<file path="config.mk">
export PLATFORM = sky130hd
export DESIGN_NAME = dual_timer
export DESIGN_NICKNAME = d
export VERILOG_FILES = /design/src/rtl/dual_timer_pkg.sv /design/src/rtl/dual_timer_prescaler.sv /design/src/rtl/dual_timer_core.sv /design/src/rtl/dual_timer_decode.sv /design/src/rtl/dual_timer.sv
export SDC_FILE = /design/constraint.sdc
export NUM_CORES = 1
export LEC_CHECK = 0
export ABC_AREA = 1
export BUFFER_PORTS_ARGS = -buffer_cell sky130_fd_sc_hd__buf_2
export CAP_MARGIN = 30
export CORE_ASPECT_RATIO = 1.4
export CORE_MARGIN = 2
export CORE_UTILIZATION = 55
export DETAILED_ROUTE_END_ITERATION = 8
export PLACE_DENSITY = 0.75
export SLEW_MARGIN = 40
export SYNTH_ARGS = -nofsm -noshare
export SYNTH_HDL_FRONTEND = slang
export SYNTH_SLANG_ARGS = --single-unit
</file>
<file path="constraint.sdc">
create_clock -name clk_i -period 2.2 [get_ports clk_i]
set_clock_uncertainty 0.05 [all_clocks]
set_input_delay 0.22 -clock clk_i [delete_from_list [all_inputs] [get_ports clk_i]]
set_output_delay 0.22 -clock clk_i [all_outputs]
set_load 0.01 [all_outputs]
</file>
<file path="src/rtl/dual_timer_pkg.sv">
package dual_timer_pkg;
  localparam int unsigned DW     = 32;
  localparam int unsigned AW     = 12;
  localparam int unsigned NT     = 2;
  localparam int unsigned TIDX_W = $clog2(NT);
  localparam int unsigned CW     = 8;
  localparam int unsigned PRE_W  = 8;
  localparam int unsigned SLOT_LSB = 5;              // 32-byte slot per timer
  localparam int unsigned WIN_LSB  = SLOT_LSB + TIDX_W;

  // control bit positions
  localparam int unsigned CB_ONESHOT  = 0;
  localparam int unsigned CB_WIDE     = 1;
  localparam int unsigned CB_PS       = 2;
  localparam int unsigned CB_IE       = 5;
  localparam int unsigned CB_PERIODIC = 6;
  localparam int unsigned CB_EN       = 7;
  localparam logic [CW-1:0] CTRL_RST  = 8'h20;

  typedef enum logic [2:0] {
    REG_LOAD  = 3'd0,
    REG_COUNT = 3'd1,
    REG_CTRL  = 3'd2,
    REG_ICLR  = 3'd3,
    REG_RAW   = 3'd4,
    REG_MSK   = 3'd5,
    REG_BGLD  = 3'd6,
    REG_NONE  = 3'd7
  } reg_sel_e;

  function automatic logic [7:0] id_byte(input logic [2:0] idx);
    logic [7:0] b;
    case (idx)
      3'd0:    b = 8'h04;
      3'd1:    b = 8'h18;
      3'd2:    b = 8'h14;
      3'd3:    b = 8'h00;
      3'd4:    b = 8'h0D;
      3'd5:    b = 8'hF0;
      3'd6:    b = 8'h05;
      default: b = 8'hB1;
    endcase
    return b;
  endfunction
endpackage

</file>
<file path="src/rtl/dual_timer_prescaler.sv">
module dual_timer_prescaler
  import dual_timer_pkg::*;
#(
  parameter int unsigned PW = PRE_W
) (
  input  logic       clk_i,
  input  logic       rst_ni,
  input  logic       clr_i,
  input  logic       tick_i,
  input  logic [1:0] mode_i,
  output logic       stick_o
);
  localparam int unsigned D16_BITS  = 4;
  localparam int unsigned D256_BITS = 8;

  logic [PW-1:0] acc_q;

  always_ff @(posedge clk_i or negedge rst_ni) begin
    if (!rst_ni)     acc_q <= '0;
    else if (clr_i)  acc_q <= '0;
    else if (tick_i) acc_q <= acc_q + 1'b1;
  end

  always_comb begin
    case (mode_i)
      2'd1:    stick_o = tick_i & (&acc_q[D16_BITS-1:0]);
      2'd2:    stick_o = tick_i & (&acc_q[D256_BITS-1:0]);
      default: stick_o = tick_i;
    endcase
  end
endmodule

</file>
<file path="src/rtl/dual_timer_core.sv">
module dual_timer_core
  import dual_timer_pkg::*;
#(
  parameter int unsigned DWP = DW
) (
  input  logic           clk_i,
  input  logic           rst_ni,
  input  logic           tick_i,
  input  logic           wr_i,
  input  reg_sel_e       sel_i,
  input  logic [DWP-1:0] wdata_i,
  output logic [DWP-1:0] cnt_o,
  output logic [DWP-1:0] load_o,
  output logic [CW-1:0]  ctrl_o,
  output logic           ris_o,
  output logic           irq_o
);
  localparam int unsigned HALF = DWP / 2;

  logic [DWP-1:0] cnt_q, load_q, cnt_d, span, cur, wrap;
  logic [CW-1:0]  ctrl_q;
  logic           ris_q;
  logic           ld_wr, bg_wr, ctrl_wr, clr_wr;
  logic           stick, step, at_zero, hit_one;

  assign ld_wr   = wr_i && (sel_i == REG_LOAD);
  assign bg_wr   = wr_i && (sel_i == REG_BGLD);
  assign ctrl_wr = wr_i && (sel_i == REG_CTRL);
  assign clr_wr  = wr_i && (sel_i == REG_ICLR);

  dual_timer_prescaler #(.PW(PRE_W)) u_pre (
    .clk_i   (clk_i),
    .rst_ni  (rst_ni),
    .clr_i   (ctrl_wr),
    .tick_i  (tick_i),
    .mode_i  (ctrl_q[CB_PS +: 2]),
    .stick_o (stick)
  );

  assign step    = stick && ctrl_q[CB_EN];
  assign span    = ctrl_q[CB_WIDE] ? {DWP{1'b1}} : {{HALF{1'b0}}, {HALF{1'b1}}};
  assign cur     = cnt_q & span;
  assign at_zero = (cur == '0);
  assign hit_one = (cur == DWP'(1));

  always_comb begin
    if (ctrl_q[CB_ONESHOT])       wrap = '0;
    else if (ctrl_q[CB_PERIODIC]) wrap = load_q & span;
    else                          wrap = span;
  end

  always_comb begin
    cnt_d = cnt_q;
    if (ld_wr)     cnt_d = wdata_i;
    else if (step) cnt_d = at_zero ? wrap : (cur - 1'b1);
  end

  always_ff @(posedge clk_i or negedge rst_ni) begin
    if (!rst_ni) begin
      cnt_q  <= '1;
      load_q <= '0;
      ctrl_q <= CTRL_RST;
      ris_q  <= 1'b0;
    end else begin
      cnt_q <= cnt_d;
      if (ld_wr || bg_wr) load_q <= wdata_i;
      if (ctrl_wr)        ctrl_q <= wdata_i[CW-1:0];
      if (step && hit_one) ris_q <= 1'b1;   // set wins over clear
      else if (clr_wr)     ris_q <= 1'b0;
    end
  end

  assign cnt_o  = cnt_q;
  assign load_o = load_q;
  assign ctrl_o = ctrl_q;
  assign ris_o  = ris_q;
  assign irq_o  = ris_q && ctrl_q[CB_IE];
endmodule

</file>
<file path="src/rtl/dual_timer_decode.sv">
module dual_timer_decode
  import dual_timer_pkg::*;
(
  input  logic              req_i,
  input  logic              we_i,
  input  logic [AW-1:0]     addr_i,
  output logic [NT-1:0]     wr_o,
  output logic [TIDX_W-1:0] tsel_o,
  output reg_sel_e          sel_o,
  output logic              in_timer_o,
  output logic              in_id_o,
  output logic [2:0]        id_idx_o
);
  localparam logic [AW-SLOT_LSB-1:0] ID_TAG = '1;   // last slot of the window

  assign in_timer_o = (addr_i[AW-1:WIN_LSB] == '0);
  assign tsel_o     = addr_i[SLOT_LSB +: TIDX_W];
  assign sel_o      = reg_sel_e'(addr_i[SLOT_LSB-1:2]);
  assign in_id_o    = (addr_i[AW-1:SLOT_LSB] == ID_TAG);
  assign id_idx_o   = addr_i[SLOT_LSB-1:2];

  for (genvar k = 0; k < NT; k++) begin : g_wr
    assign wr_o[k] = req_i && we_i && in_timer_o && (tsel_o == TIDX_W'(k));
  end
endmodule

</file>
<file path="src/rtl/dual_timer.sv">
module dual_timer
  import dual_timer_pkg::*;
(
  input  logic          clk_i,
  input  logic          rst_ni,
  input  logic          tick0_i,
  input  logic          tick1_i,
  input  logic          req_i,
  input  logic          we_i,
  input  logic [AW-1:0] addr_i,
  input  logic [DW-1:0] wdata_i,
  output logic [DW-1:0] rdata_o,
  output logic          irq_o
);
  logic [NT-1:0]          tick_w, wr_w, ris_w, irq_w;
  logic [NT-1:0][DW-1:0]  cnt_w, load_w;
  logic [NT-1:0][CW-1:0]  ctrl_w;
  logic [TIDX_W-1:0]      tsel_w;
  reg_sel_e               sel_w;
  logic                   in_timer_w, in_id_w;
  logic [2:0]             id_idx_w;

  assign tick_w = {tick1_i, tick0_i};

  dual_timer_decode u_dec (
    .req_i      (req_i),
    .we_i       (we_i),
    .addr_i     (addr_i),
    .wr_o       (wr_w),
    .tsel_o     (tsel_w),
    .sel_o      (sel_w),
    .in_timer_o (in_timer_w),
    .in_id_o    (in_id_w),
    .id_idx_o   (id_idx_w)
  );

  for (genvar k = 0; k < NT; k++) begin : g_tmr
    dual_timer_core #(.DWP(DW)) u_core (
      .clk_i   (clk_i),
      .rst_ni  (rst_ni),
      .tick_i  (tick_w[k]),
      .wr_i    (wr_w[k]),
      .sel_i   (sel_w),
      .wdata_i (wdata_i),
      .cnt_o   (cnt_w[k]),
      .load_o  (load_w[k]),
      .ctrl_o  (ctrl_w[k]),
      .ris_o   (ris_w[k]),
      .irq_o   (irq_w[k])
    );
  end

  always_comb begin
    rdata_o = '0;
    if (req_i && !we_i) begin
      if (in_timer_w) begin
        case (sel_w)
          REG_LOAD, REG_BGLD: rdata_o = load_w[tsel_w];
          REG_COUNT:          rdata_o = cnt_w[tsel_w];
          REG_CTRL:           rdata_o = {{(DW-CW){1'b0}}, ctrl_w[tsel_w]};
          REG_RAW:            rdata_o = DW'(ris_w[tsel_w]);
          REG_MSK:            rdata_o = DW'(irq_w[tsel_w]);
          default:            rdata_o = '0;
        endcase
      end else if (in_id_w) begin
        rdata_o = DW'(id_byte(id_idx_w));
      end
    end
  end

  assign irq_o = |irq_w;
endmodule

</file>
==> results_dict.tcl <==
set metrics [dict create \
    drv_cap 0 \
    clock_latency_ns 0.45 \
    period_minus_slack_ns 2.16 \
    antenna_found_initial 0 \
    yosys-top-cells-area "nand2_1 23%, dfrtp_1 20%, dfstp_2 14%" \
    p_int_uw 6350 \
    io_buffers 80 \
    ys_seq_area_share_pct 34.5 \
    final_antenna_net_count 0 \
    met1_usage_pct 46.9 \
    async_flop_share_pct 100 \
    final_common_cell "nand2_1" \
    endpoint_kind "output pin" \
    cts-htree-levels 4 \
    cts_made_buffers 17 \
    grt_pass1_vias 11400 \
    met2_usage_pct 50.9 \
    start_util_pct 55.5 \
    clockBufferDepth 2 \
    wire_per_inst_um 16.4 \
    drt_iter0_drc 1175 \
    busiest_layer "met2" \
    relSlewSlack_pct 58.8 \
    critPathKind "flip-flop to output pin" \
    grt_pass1_wl_um 59300 \
    p_clk_share_pct 33.3 \
    worstPathArrival_ns 1.89 \
    critPathSlowestCell "dfrtp_4" \
    maxSlewViolCount 0 \
    yosysWarnings 0 \
    yosysUniqueCellTypes 45 \
    synthCells 1925 \
    io_pins 83 \
    via_per_inst 5.53 \
    hp-start "wdata_i[6]" \
    status "completed" \
    overflow 0 \
    p_per_area_mw_per_mm2 731 \
    synth_seq_cells 162 \
    num-nets-final 2068 \
    firstDrtPassIters 6 \
    fin_total_pwr_uw 10000 \
    num_vias 12700 \
    min_period_over_period_pct 98.2 \
    max_freq_mhz 463 \
    hold_class "input port to flip-flop" \
    cts_sinks 162 \
    syn-mean-instance-area_um2 6.24 \
    area_growth_pct 14.0 \
    startpoint "g_tmr[0].u_core.ctrl_o[1]" \
    die_w_um 129 \
    drc_errors 0 \
    die_h_um 179 \
    synth-edff-count 0 \
    setup_violations 0 \
    antenna-diode-count 0 \
    die-area_mm2 0.0230 \
    grtUsageMet3_pct 5.37 \
    p_sw_share_pct 36.5 \
    power_switching_uw 3650 \
    ys_dominant_reg_cell "dfrtp_1" \
    timing.rr.start "g_tmr[1].u_core.cnt_o[0]" \
    rsz0062_at_grt "true" \
    cp-start-kind "flip-flop" \
    ir_drop_v 0.000980 \
    grt_max_degree 102 \
    setup_tns_ns 0 \
    netlist_area_mm2 0.0120 \
    clkTransAtPathRegs_ns 0.08 \
    gp_congestion 0.996 \
    cts_tree "built" \
    cts-root-buf "clkbuf_16" \
    hpwl_um 28200 \
    track_usage_pct 32.9 \
    drive_gt1_share_pct 15.6 \
    coreArea_mm2 0.0216 \
    final-hold-violation-count 0 \
    pwr-share-comb_pct 31.6 \
    synth_top_area_share_pct 23.2 \
    final_cell_mix "738 x nand2_1, 222 x inv_1, 182 x o21ai_0, 141 x nand3_1, 119 x nor2_1" \
    worstPathRequired_ns 1.93 \
    fillers 2073 \
    yosysTopAreaCell "nand2_1" \
    syn-num-nets 1983 \
    hold_slack_ns 0.0394 \
    worst_pin_slew_ns 0.617 \
    path_cells "buf_6 -> inv_1 -> o22ai_2 -> nand2_1 -> a31o_2 -> inv_1 -> buf_2" \
    cp_common_cell "inv_1" \
    leakage_uw 0.00727 \
    drt_wl_total_um 37500 \
    crit_path_max_incr_delay_ns 0.56 \
    cp_max_fo 20 \
    power_frac_seq_pct 35.1 \
    row_count 64 \
]
==> metrics by stage <==
stage	util [%]	instances	setup slack, ns	cell area (µm²)
floorplan	-	1925	0.377	12000
global placement	59.6	2246	-0.0331	12900
detailed placement	59.7	2246	-0.0345	12900
CTS	63.0	2284	0.0377	13600
global route	63.3	2287	-0.0502	13700
finish	63.3	2287	0.0405	13700
==> final timing paths <==
path | to | slack, ns | cells past startpoint
setup / recovery | rdata_o[1] | 0.04 | 7
setup reg to reg | g_tmr[1].u_core.cnt_o[3] | 0.13 | 12
hold reg to reg | g_tmr[0].u_core.u_pre.acc_q[7] | 0.41 | 1
max in group asynchronous | g_tmr[1].u_core.cnt_o[8] | 1.15 | 3
hold / removal | g_tmr[1].u_core.cnt_o[6] | 0.04 | 3
min in group asynchronous | g_tmr[0].u_core.ctrl_o[1] | 0.24 | 2
==> cells in the mapped netlist (all sizes together), types with 2 or more instances <==
cell and count:
o22ai 7, o31ai 3, a21oi 57, o21ai 221, nor2 138, clkbuf 53
xor2 23, nand3b 11, nand4 38, dfrtp 96, clkinv 2, a31oi 5
or2 13, ha 8, nor3 7, and2 2, nand2 752, dfstp 66
nand3 145, inv 231, buf 38
==> kinds of logic (layout without fill, tap and decap cells) <==
kind of cell             count (synthesis)  after routing  synth area share [%]
AND/OR/NAND/NOR                       1107           1108                  38.9
buffers and inverters                  324            421                  11.1
AO/OA/AOI/OAI                          299            299                  12.9
flip-flops                             162            162                  34.5
XOR/XNOR                                24             24                  1.75
adder cells (fa/ha/maj)                  8              8                 0.834
multiplexers                             1              1                0.0938
==> cell type report <==
class | instances | area [µm²] | area share (%)
clock buffers | 17 | 425 | 3.11
inverters | 233 | 878 | 6.42
repair buffers | 156 | 1110 | 8.08
flip-flops and latches | 162 | 4140 | 30.2
multi-input cells | 1440 | 6590 | 48.2
well taps | 264 | 330 | 2.41
clock inverters | 15 | 218 | 1.59
==> flip-flops by register name, summed over array words and instances (netlist names) <==
| name | cells |
|---|---|
| g_tmr.u_core.ctrl_o | 16 |
| g_tmr.u_core.cnt_o | 64 |
| g_tmr.u_core.ris_o | 2 |
| g_tmr.u_core.u_pre.acc_q | 16 |
| g_tmr.u_core.load_o | 64 |
==> timing repair <==
item                                    in CTS  in global routing
pin swaps                                    0                  1
setup buffers                                0                  2
hold endpoints to repair                    26                  0
hold buffers                                 6                  0
resized for setup                            4                 18
endpoints found under the setup margin       9                 56
cloned                                       0                  1
==> critical path, delay by kind of cell, from the launching register on <==
family | cells | cell delay, ns
AOI/OAI and AO/OA | 2 | 0.42
buffers and inverters | 4 | 0.38
DFF | 1 | 0.56
and+or+nand+nor | 1 | 0.08
==> per-layer routing <==
layer / up-vias / routed length (µm) / share of wire [%]
li1: 6251 / - / -
met1: 5821 / 16400 / 44
met2: 511 / 17100 / 46
met3: 74 / 2990 / 8.0
met4: 0 / 1010 / 2.7
met5: - / 0 / 0
==> power groups by stage <==
stage	registers, µW	logic, µW	clock network [µW]
after global placement	3540	3010	0
after floorplan	3490	2240	0
after global routing	3540	3540	3470
after CTS	3510	3100	3360
after detailed placement	3550	3080	0
final	3510	3160	3330
Power figures use the tool's default switching activity.
